<file path="config.mk">
export PLATFORM = sky130hd
export DESIGN_NAME = otp_prot_ctrl
export DESIGN_NICKNAME = d
export VERILOG_FILES = /design/src/rtl/otp_pkg.sv /design/src/rtl/otp_addr_map.sv /design/src/rtl/otp_word_mem.sv /design/src/rtl/otp_lock_regs.sv /design/src/rtl/otp_prot_ctrl.sv
export SDC_FILE = /design/constraint.sdc
export NUM_CORES = 2
export LEC_CHECK = 0
export ABC_CLOCK_PERIOD_IN_PS = 6100
export BUFFER_PORTS_ARGS = -buffer_cell sky130_fd_sc_hd__buf_2
export CELL_PAD_IN_SITES_DETAIL_PLACEMENT = 0
export CELL_PAD_IN_SITES_GLOBAL_PLACEMENT = 1
export CORE_UTILIZATION = 51
export CTS_CLUSTER_SIZE = 16
export DETAILED_ROUTE_END_ITERATION = 12
export PLACE_DENSITY = 0.88
export RECOVER_POWER = 50
export SYNTH_ARGS = -nofsm -noshare
export SYNTH_HDL_FRONTEND = slang
export SYNTH_HIERARCHICAL = 1
export SYNTH_SLANG_ARGS = --single-unit
</file>
<file path="constraint.sdc">
create_clock -name clk -period 6.1 [get_ports clk]
set_clock_uncertainty 0.1 [all_clocks]
set_input_delay 1.22 -clock clk [delete_from_list [all_inputs] [get_ports clk]]
set_output_delay 1.22 -clock clk [all_outputs]
set_load 0.01 [all_outputs]
</file>
<file path="src/rtl/otp_pkg.sv">
package otp_pkg;
  localparam logic [7:0] OP_PROG_WORD = 8'hC0;
  localparam logic [7:0] OP_PROG_LOCK = 8'hC8;
  localparam logic [7:0] OP_CLR_STAT  = 8'h50;

  localparam int ST_READY    = 7;
  localparam int ST_PROG_ERR = 4;
  localparam int ST_LOCK_ERR = 1;

  typedef enum logic [1:0] {S_INIT, S_IDLE, S_WAIT} ctl_state_t;
  typedef enum logic [1:0] {K_NONE, K_WORD, K_LOCK0, K_LOCK1} addr_kind_t;
endpackage

</file>
<file path="src/rtl/otp_addr_map.sv">
module otp_addr_map import otp_pkg::*; #(
  parameter int ADDR_W        = 9,
  parameter int WORDS_PER_REG = 8,
  parameter int NUM_UPPER     = 16,
  parameter int LOCK0_ADDR    = 'h80,
  parameter int IDX_W         = 8
) (
  input  logic [ADDR_W-1:0] addr,
  output addr_kind_t        kind,
  output logic [IDX_W-1:0]  idx
);
  localparam int R0_BASE    = LOCK0_ADDR + 1;
  localparam int LOCK1_ADDR = LOCK0_ADDR + WORDS_PER_REG + 1;
  localparam int UP_BASE    = LOCK1_ADDR + 1;
  localparam int UP_END     = UP_BASE + NUM_UPPER * WORDS_PER_REG;

  always_comb begin
    kind = K_NONE;
    idx  = '0;
    if (int'(addr) == LOCK0_ADDR) begin
      kind = K_LOCK0;
    end else if (int'(addr) == LOCK1_ADDR) begin
      kind = K_LOCK1;
    end else if (int'(addr) >= R0_BASE && int'(addr) < R0_BASE + WORDS_PER_REG) begin
      kind = K_WORD;
      idx  = IDX_W'(int'(addr) - R0_BASE);
    end else if (int'(addr) >= UP_BASE && int'(addr) < UP_END) begin
      kind = K_WORD;
      idx  = IDX_W'(WORDS_PER_REG + int'(addr) - UP_BASE);
    end
  end
endmodule

</file>
<file path="src/rtl/otp_word_mem.sv">
module otp_word_mem #(
  parameter int DW    = 16,
  parameter int DEPTH = 136,
  parameter int AW    = 8
) (
  input  logic          clk,
  input  logic          we,
  input  logic [AW-1:0] w_addr,
  input  logic [DW-1:0] w_data,
  input  logic          a_en,
  input  logic [AW-1:0] a_addr,
  output logic [DW-1:0] a_q,
  input  logic [AW-1:0] b_addr,
  output logic [DW-1:0] b_q
);
  logic [DW-1:0] mem [DEPTH];

  always_ff @(posedge clk) begin
    if (we) mem[w_addr] <= w_data;
  end

  always_ff @(posedge clk) begin
    if (a_en) a_q <= mem[a_addr];
  end

  always_ff @(posedge clk) begin
    b_q <= mem[b_addr];
  end
endmodule

</file>
<file path="src/rtl/otp_lock_regs.sv">
module otp_lock_regs #(
  parameter int DW            = 16,
  parameter int NUM_UPPER     = 16,
  parameter int WORDS_PER_REG = 8,
  parameter int IDX_W         = 8
) (
  input  logic                 clk,
  input  logic                 rst,
  input  logic                 we0,
  input  logic                 we1,
  input  logic [DW-1:0]        wdata,
  input  logic [IDX_W-1:0]     chk_idx,
  output logic                 locked,
  output logic [DW-1:0]        lock0_q,
  output logic [NUM_UPPER-1:0] lock1_q
);
  localparam int HALF = WORDS_PER_REG / 2;

  always_ff @(posedge clk) begin
    if (rst) begin
      lock0_q <= {{(DW-1){1'b1}}, 1'b0};
      lock1_q <= '1;
    end else begin
      if (we0) lock0_q <= lock0_q & wdata;
      if (we1) lock1_q <= lock1_q & wdata[NUM_UPPER-1:0];
    end
  end

  always_comb begin
    int reg_n;
    int off;
    reg_n  = int'(chk_idx) / WORDS_PER_REG;
    off    = int'(chk_idx) % WORDS_PER_REG;
    locked = 1'b0;
    if (reg_n == 0) begin
      locked = (off >= HALF) ? !lock0_q[1] : !lock0_q[0];
    end
    for (int n = 0; n < NUM_UPPER; n++) begin
      if (reg_n == n + 1) locked = !lock1_q[n];
    end
  end
endmodule

</file>
<file path="src/rtl/otp_prot_ctrl.sv">
module otp_prot_ctrl import otp_pkg::*; #(
  parameter int ADDR_W        = 9,
  parameter int DATA_W        = 16,
  parameter int WORDS_PER_REG = 8,
  parameter int NUM_UPPER     = 16,
  parameter int LOCK0_ADDR    = 'h80,
  parameter logic [DATA_W*WORDS_PER_REG/2-1:0] FACTORY_ID = 64'h0123_4567_89AB_CDEF
) (
  input  logic              clk,
  input  logic              rst,
  input  logic              wr_en,
  input  logic [ADDR_W-1:0] wr_addr,
  input  logic [DATA_W-1:0] wr_data,
  input  logic [ADDR_W-1:0] rd_addr,
  output logic [DATA_W-1:0] rd_data,
  output logic [7:0]        status
);
  localparam int NUM_WORDS = (NUM_UPPER + 1) * WORDS_PER_REG;
  localparam int IDX_W     = $clog2(NUM_WORDS);
  localparam int HALF      = WORDS_PER_REG / 2;

  ctl_state_t        st_q;
  logic [IDX_W-1:0]  init_cnt;
  logic [ADDR_W-1:0] cmd_addr_q;
  logic              cmd_lock_q;
  logic              ready_q, prog_err_q, lock_err_q;

  addr_kind_t        wkind, ckind, rkind;
  logic [IDX_W-1:0]  widx, cidx, ridx;
  logic [7:0]        op;

  logic              init_act, data_cyc, same_addr, cur_locked;
  logic              set_perr, set_lerr, word_we, lk_we0, lk_we1;
  logic              m_we, ra_en;
  logic [IDX_W-1:0]  m_waddr;
  logic [DATA_W-1:0] m_wdata, init_word, old_q, rb_q;
  logic [DATA_W-1:0] lock0_val;
  logic [NUM_UPPER-1:0] lock1_val;
  logic              rd_word_q;
  logic [DATA_W-1:0] rd_aux_q;

  assign op = wr_data[7:0];

  otp_addr_map #(.ADDR_W(ADDR_W), .WORDS_PER_REG(WORDS_PER_REG), .NUM_UPPER(NUM_UPPER),
                 .LOCK0_ADDR(LOCK0_ADDR), .IDX_W(IDX_W))
    u_wmap (.addr(wr_addr), .kind(wkind), .idx(widx));
  otp_addr_map #(.ADDR_W(ADDR_W), .WORDS_PER_REG(WORDS_PER_REG), .NUM_UPPER(NUM_UPPER),
                 .LOCK0_ADDR(LOCK0_ADDR), .IDX_W(IDX_W))
    u_cmap (.addr(cmd_addr_q), .kind(ckind), .idx(cidx));
  otp_addr_map #(.ADDR_W(ADDR_W), .WORDS_PER_REG(WORDS_PER_REG), .NUM_UPPER(NUM_UPPER),
                 .LOCK0_ADDR(LOCK0_ADDR), .IDX_W(IDX_W))
    u_rmap (.addr(rd_addr), .kind(rkind), .idx(ridx));

  otp_lock_regs #(.DW(DATA_W), .NUM_UPPER(NUM_UPPER), .WORDS_PER_REG(WORDS_PER_REG), .IDX_W(IDX_W))
    u_locks (.clk(clk), .rst(rst), .we0(lk_we0), .we1(lk_we1), .wdata(wr_data),
             .chk_idx(cidx), .locked(cur_locked), .lock0_q(lock0_val), .lock1_q(lock1_val));

  otp_word_mem #(.DW(DATA_W), .DEPTH(NUM_WORDS), .AW(IDX_W))
    u_mem (.clk(clk), .we(m_we), .w_addr(m_waddr), .w_data(m_wdata),
           .a_en(ra_en), .a_addr(widx), .a_q(old_q), .b_addr(ridx), .b_q(rb_q));

  assign init_act  = (st_q == S_INIT);
  assign data_cyc  = (st_q == S_WAIT) && wr_en;
  assign same_addr = (wr_addr == cmd_addr_q);
  assign ra_en     = (st_q == S_IDLE) && wr_en && (wkind == K_WORD);

  always_comb begin
    init_word = '1;
    for (int k = 0; k < HALF; k++) begin
      if (int'(init_cnt) == k) init_word = FACTORY_ID[k*DATA_W +: DATA_W];
    end
  end

  always_comb begin
    set_perr = 1'b0;
    set_lerr = 1'b0;
    word_we  = 1'b0;
    lk_we0   = 1'b0;
    lk_we1   = 1'b0;
    if (data_cyc) begin
      if (cmd_lock_q) begin
        if (!same_addr)            set_perr = 1'b1;
        else if (ckind == K_LOCK0) lk_we0   = 1'b1;
        else if (ckind == K_LOCK1) lk_we1   = 1'b1;
        else                       set_perr = 1'b1;
      end else begin
        if (!same_addr || ckind != K_WORD) begin
          set_perr = 1'b1;
        end else if (cur_locked) begin
          set_perr = 1'b1;
          set_lerr = 1'b1;
        end else begin
          word_we = 1'b1;
        end
      end
    end
  end

  assign m_we    = init_act || word_we;
  assign m_waddr = init_act ? init_cnt : cidx;
  assign m_wdata = init_act ? init_word : (old_q & wr_data);

  always_ff @(posedge clk) begin
    if (rst) begin
      st_q       <= S_INIT;
      init_cnt   <= '0;
      cmd_addr_q <= '0;
      cmd_lock_q <= 1'b0;
      ready_q    <= 1'b0;
      prog_err_q <= 1'b0;
      lock_err_q <= 1'b0;
    end else begin
      case (st_q)
        S_INIT: begin
          init_cnt <= init_cnt + 1'b1;
          if (init_cnt == IDX_W'(NUM_WORDS - 1)) begin
            st_q    <= S_IDLE;
            ready_q <= 1'b1;
          end
        end
        S_IDLE: begin
          if (wr_en) begin
            if (op == OP_PROG_WORD || op == OP_PROG_LOCK) begin
              cmd_addr_q <= wr_addr;
              cmd_lock_q <= (op == OP_PROG_LOCK);
              st_q       <= S_WAIT;
              ready_q    <= 1'b0;
            end else if (op == OP_CLR_STAT) begin
              prog_err_q <= 1'b0;
              lock_err_q <= 1'b0;
            end
          end
        end
        S_WAIT: begin
          if (wr_en) begin
            st_q       <= S_IDLE;
            ready_q    <= 1'b1;
            prog_err_q <= prog_err_q | set_perr;
            lock_err_q <= lock_err_q | set_lerr;
          end
        end
        default: st_q <= S_IDLE;
      endcase
    end
  end

  always_ff @(posedge clk) begin
    if (rst) begin
      rd_word_q <= 1'b0;
      rd_aux_q  <= '0;
    end else begin
      rd_word_q <= (rkind == K_WORD);
      case (rkind)
        K_LOCK0: rd_aux_q <= lock0_val;
        K_LOCK1: rd_aux_q <= DATA_W'(lock1_val);
        default: rd_aux_q <= '0;
      endcase
    end
  end

  assign rd_data = rd_word_q ? rb_q : rd_aux_q;

  always_comb begin
    status              = '0;
    status[ST_READY]    = ready_q;
    status[ST_PROG_ERR] = prog_err_q;
    status[ST_LOCK_ERR] = lock_err_q;
  end
endmodule

</file>
Word level (Yosys, flattened, before mapping). Memories as Yosys holds them, arrays and structs flattened. A register that Yosys moved wholly into a read port is not among the register bits. Index checks and enable logic that the tools add are counted. W data, S select, Z words.

Flip-flop bits (word level): 72. Bits in writable memories: 2176. Bits of input ports: 37. Output and inout bits: 24. Logic and storage cells: 217. Memories: 1.

Memory list: u_mem.mem (words 136, width 16, read ports 2, clocked after Yosys merged registers in 2, wr ports 1, RTL line otp_word_mem.sv:16) `logic [DW-1:0] mem [DEPTH];`.

Add/sub/neg operators: 10. Magnitude comparators: 13. Eq/ne operators: 45. Muxes and demuxes: 92. Bitwise gates (word level): 5. Reduce and logical (&&, ||, !) cells: 40.

Operators with widths (number): $mux W8 (13); $mux W16 (5); $mux W1 (55); $eq A9 B9 Y1 const B (6); $ge A9 B8 Y1 const B (6); $and A16 B16 Y16 (3); $sub A8 B8 Y8 const B (6); $eq A5 B5 Y1 const B (9); $logic_not A32 Y1 (1); $pmux W16 S2 (1); $lt A9 B8 Y1 const B (3); $lt A9 B9 Y1 const B (3); $mux W2 (13); $add A4 B8 Y8 const A (3); $eq A8 B8 Y1 const B (3); $eq A5 B4 Y1 const B (4); $logic_not A1 Y1 (19); $eq A8 B3 Y1 const B (2); $mux W14 (1); $eq A2 B2 Y1 const B (5); $eq A5 B3 Y1 const B (2); $reduce_and A5 Y1 (2); $eq A9 B9 Y1 (1); $logic_and A1 B1 Y1 (9); 19 further kinds (30).

Longest topological paths before layout.
Depth after elaboration: 32. Gate-level depth with buffers: 19. Mapped depth without buffers: 15.

Hierarchy. Netlist, hierarchy kept.

Modules (own cells, without submodules): otp_word_mem (instances 1, cells each 5368, area each 102689.7 µm², sequential area each 66143.4 µm²); otp_prot_ctrl (instances 1, cells each 275, area each 2372.3 µm², sequential area each 800.8 µm²); otp_lock_regs (instances 1, cells each 142, area each 1413.9 µm², sequential area each 640.6 µm²); otp_addr_map (instances 3, cells each 62, area each 436.7 µm², sequential area each 0.0 µm²).

Worst setup path before layout. OpenSTA, ideal clock, no wires.

Kind: flip-flop to flip-flop. Start: register cmd_addr_q[0]. End: memory u_mem.mem[21][0] (enable). Library setup time: 430 ps. Arrival time: 5330 ps. Data required time: 5570 ps. Setup slack: 240 ps. Cell stages (with the launch flop): 16. Path buffers: 2. Clock period less this slack: 5860 ps. Path through: dfxtp_1 > inv_1 > ha_1 > mux2_2 > and3_4 > buf_6 > or4_4 > o21ai_1 > and2b_1 > nor3b_1 > a311oi_1 > o211ai_1 > o41ai_1 > clkbuf_1 > nand3_1 > nor4_1.

Elaborated cells on any way between the ends: 67. Classes of those cells: 3 x add/sub; 5 x order compare; 20 x eq/ne; 33 x mux; 6 x reduce/logical.

RTL lines: start: declaration (RTL line otp_prot_ctrl.sv:24) `logic [ADDR_W-1:0] cmd_addr_q;`; start signal: assignment (RTL line otp_prot_ctrl.sv:124) `cmd_addr_q <= wr_addr;`; $eq A9 B9 Y1 (RTL line otp_addr_map.sv:22) `end else if (int'(addr) == LOCK1_ADDR) begin`; $mux W2 (RTL line otp_addr_map.sv:22); $mux W2 * (RTL line otp_addr_map.sv:20) `if (int'(addr) == LOCK0_ADDR) begin`; via ckind[1] (RTL line otp_prot_ctrl.sv:28) `addr_kind_t wkind, ckind, rkind;`; $ne A2 B1 Y1 * (RTL line otp_prot_ctrl.sv:87) `if (!same_addr || ckind != K_WORD) begin`; $logic_or A1 B1 Y1 * (RTL line otp_prot_ctrl.sv:87); $mux W1 * (RTL line otp_prot_ctrl.sv:87); $mux W1 * (RTL line otp_prot_ctrl.sv:81) `if (cmd_lock_q) begin`; $mux W1 * (RTL line otp_prot_ctrl.sv:80) `if (data_cyc) begin`; $logic_or A1 B1 Y1 * (RTL line otp_prot_ctrl.sv:99) `assign m_we = init_act || word_we;`; via m_we (RTL line otp_prot_ctrl.sv:34) `logic m_we, ra_en;`; $mux W1 * (RTL line otp_word_mem.sv:19) `if (we) mem[w_addr] <= w_data;`; $mux W1 (implied by the code) * (RTL line otp_word_mem.sv:19); end: declaration (RTL line otp_word_mem.sv:16).

The timed path passes the listed nets; every way through them passes the cells marked *.

Worst setup path after layout.
Start: input port wr_addr[1]. End: register u_mem.a_q[15] (read register of u_mem.mem) (data pin).

Elaborated cells on any way between the ends: 21. Classes of those cells: 3 x add/sub; 4 x order compare; 3 x eq/ne; 8 x mux; 3 x reduce/logical.

RTL lines: start: declaration (RTL line otp_prot_ctrl.sv:12) `input logic [ADDR_W-1:0] wr_addr,`; $add A4 B8 Y8 (tied with other cells) (RTL line otp_addr_map.sv:29) `idx = IDX_W'(WORDS_PER_REG + int'(addr) - UP_BASE);`; $sub A8 B8 Y8 / $logic_and A1 B1 Y1 (equally long branches) (RTL line otp_addr_map.sv:29, otp_addr_map.sv:27); $mux W8 (RTL line otp_addr_map.sv:27) `end else if (int'(addr) >= UP_BASE && int'(addr) < UP_END) begin`; $mux W8 (RTL line otp_addr_map.sv:24) `end else if (int'(addr) >= R0_BASE && int'(addr) < R0_BASE + WORDS_PER_REG) begin`; $mux W8 (RTL line otp_addr_map.sv:22); $mux W8 * (RTL line otp_addr_map.sv:20); via widx[1] (RTL line otp_prot_ctrl.sv:29) `logic [IDX_W-1:0] widx, cidx, ridx;`; end: declaration (RTL line otp_word_mem.sv:12) `output logic [DW-1:0] a_q,`.

Marks and branches as above. A chain may end at the register's enable or synchronous reset.

==> results.yml <==
status:
  status: "complete, but fails checks"
  violations: "capacitance limit, slew limit"
yosys:
  netlist_area_um2: 108000
  synth_seq_cells: 2280
  synth_ff_type: "edfxtp_1"
  yosysSeqAreaShare_pct: 62.7
  ys_top_cells_by_count: "2192 x edfxtp_1, 971 x mux4_2, 504 x mux2i_1"
  yosys.area.top_type: "edfxtp_1"
  syn_inst: 5971
  syn_avg_cell_area_um2: 18.1
  async_flop_share_pct: 0
  yosysUniqueCellTypes: 90
  synthTopCellsByArea: "edfxtp_1 61%, mux4_2 20%, mux2i_1 4.7%, dfxtp_1 1.6%, nand2_1 1.1%"
  synth_top_area_share_pct: 61.1
  synth_edf_count: 2192
  synth.most_common_cell: "edfxtp_1"
  yosysWarnings: 6
timing:
  holdWs_ns: 0.352
  slew_viol_final: 1614
  setup_violations: 0
  post-route-period-util_pct: 97.0
  post-route-min-period_ns: 5.92
  rsz0062_at_grt: "no"
  worst_pin_slew_ns: 4.09
  setup-tns-final_ns: 0
  max_slew_margin_pct: -173
  hold_violations: 0
  max_freq_mhz: 169
power_and_ir_drop:
  power_density_nw_per_um2: 288
  p_leak_nw: 37.7
  total_power_mw: 35.5
  peakVddDrop_mv: 0.300
clocking:
  clockBufferDepth: 3
  postCtsSetupBuffers: 0
  ctsHoldBuffers: 0
  clockRootBuffer: "clkbuf_16"
  clk_pin_slew_ns: 0.06
  htreeDepth: 4
  cts_tree: "done"
  cts_sinks: 2280
  cts_resized: 0
  cts_buffers: 223
  clk_latency_ns: 0.90
global_routing:
  antenna_found_initial: 25
  grt_pass1_wl_um: 497000
  grt_use_met1_pct: 42.9
  grtUsageMet2_pct: 48.0
  grt_use_total_pct: 33.2
  top_usage_layer: "met2"
  grt_pass1_vias: 66600
  met3_usage_pct: 12.9
  overflow: 0
  grt_max_degree: 97
drt:
  wire_per_inst_um: 37.8
  drt_wl_total_um: 353000
  viasPerCell: 7.26
  vias: 67900
  ant_nets: 0
  drt_iter0_markers: 11600
  drc_errors: 0
  firstDrtPassIters: 8
floorplanning:
  die_x_um: 462
  die_area_um2: 213000
  io_pins: 61
  initial_core_util_pct: 51.4
  rows: 168
  die_y_um: 462
  core_area_um2: 210000
place:
  dpl.hpwl_um: 232000
  dp_cells: 8922
  port_buffers: 55
  place_congestion: 1.01
worst_hold_path:
  worstHoldPathType: "flop to flop"
critical_path:
  ff2ff_setup_slack_ns: 0.43
  crit_required_ns: 6.61
  crit_path_start_kind: "input port"
  worstPathArrival_ns: 6.43
  r2r_start: "init_cnt[3]"
  setup.worst_path.start: "wr_addr[1]"
  timing.critical_path.to: "u_mem/a_q[15]"
  rr_worst_depth: 4
  cp_slowest_cell: "a222oi_1"
  cp_num_buf_inv: 4
  crit_fanout: 25
  endpoint_kind: "flop"
  slowest_delay_ns: 1.10
  r2r-end: "u_mem/mem[8][14]"
  cpMostUsedCell: "a31oi_1"
  path_depth: 15
  critPathKind: "input port to flop"
  path_cells: "clkbuf_1 > inv_1 > ha_1 > nor2b_1 > or4_1 > a31oi_1 > a2bb2oi_1 > nor2_4 > buf_12 > buf_4 > mux2_2 > a222oi_1 > a31oi_1 > a21oi_1 > o221ai_1"
  critPathTopFamily: "compound AO/OA/AOI/OAI gates"
final_layout:
  drive_above_1_share_pct: 31.9
  area_growth_pct: 14.2
  final_util_pct: 58.7
  fin_nets: 6398
  finalNonFillerCells: 9350
flow_run:
  max_cap_viol_count: 24
[kinds of logic after synthesis]
group,share of synthesized area (%)
xor+xnor,0.195
other cells,0.00348
compound gates,4.95
flops,62.7
fa+ha+maj,0.221
mux,25.5
simple gates,3.81
buf+inv,2.64
[state kept, by name (all words and copies together) (netlist names)]
| name | flops |
|---|---|
| cmd_addr_q | 9 |
| u_mem/mem | 2176 |
| u_locks/lock1_q | 16 |
| lock_err_q | 1 |
| st_q | 2 |
| cmd_lock_q | 1 |
| u_mem/a_q | 16 |
| rd_aux_q | 16 |
| u_mem/b_q | 16 |
| u_locks/lock0_q | 16 |
| ready_q | 1 |
| rd_word_q | 1 |
| init_cnt | 8 |
| prog_err_q | 1 |
[cell usage in the layout, fill, tap and decap left out, types with 32 or more instances in the layout]
master	count
mux2i_1	504
clkbuf_16	227
nor2_1	132
a211oi_1	44
mux4_2	971
o221ai_1	38
buf_4	363
a22oi_1	136
clkinv_2	35
buf_2	38
o22ai_1	59
nor2b_1	32
o211ai_1	62
a21oi_1	90
o21ai_0	82
mux2_2	42
a31oi_1	45
a221oi_1	52
dfxtp_1	88
clkinv_1	38
a21o_1	32
nand3_1	63
buf_12	174
edfxtp_1	2192
nor2_2	86
nand2b_1	52
clkbuf_1	68
nand2_1	325
[per-stage QoR]
step	worst slack (ns)	instance area, um^2
floorplan	0.240	108000
global placement	-0.666	116000
detailed placement	-0.304	116000
CTS	0.649	123000
global route	0.231	123000
finish	0.181	123000
[how the worst min path moves through the flow]
| stage | from | endpoint | slack (ns) | cells after the start |
|---|---|---|---|---|
| final | u_locks/lock0_q[5] | u_locks/lock0_q[5] | 0.35 | 1 |
| after global routing | u_locks/lock0_q[10] | u_locks/lock0_q[10] | 0.37 | 1 |
| after CTS | u_locks/lock0_q[10] | u_locks/lock0_q[10] | 0.36 | 1 |
| after detailed placement | u_locks/lock0_q[5] | u_locks/lock0_q[5] | 0.34 | 1 |
| after global placement | u_locks/lock0_q[14] | u_locks/lock0_q[14] | 0.33 | 1 |
| after floorplan | u_locks/lock0_q[5] | u_locks/lock0_q[5] | 0.33 | 1 |
[layout make-up]
cell class	instances	area [um^2]
multi-input cells	3197	37800
well taps	2805	3510
diodes	12	30.0
repair buffers	610	6540
clock inverters	132	1410
clock buffers	284	6040
inverters	30	118
fillers	15000	86700
flip-flops and latches	2280	67600
[per-layer routing]
layer	vias up	wire, um
li1	25900	-
met1	34600	116000
met2	6133	153000
met3	1187	59400
met4	16	24900
met5	-	114
[where the power goes]
group / leakage [nW] / internal, mW / switching, mW
logic: 13.9 / 1.24 / 2.43
clock network: 3.59 / 7.92 / 6.13
registers: 20.2 / 17.7 / 0.0992
total: 37.7 / 26.8 / 8.66
Power figures use the tool's default switching activity.
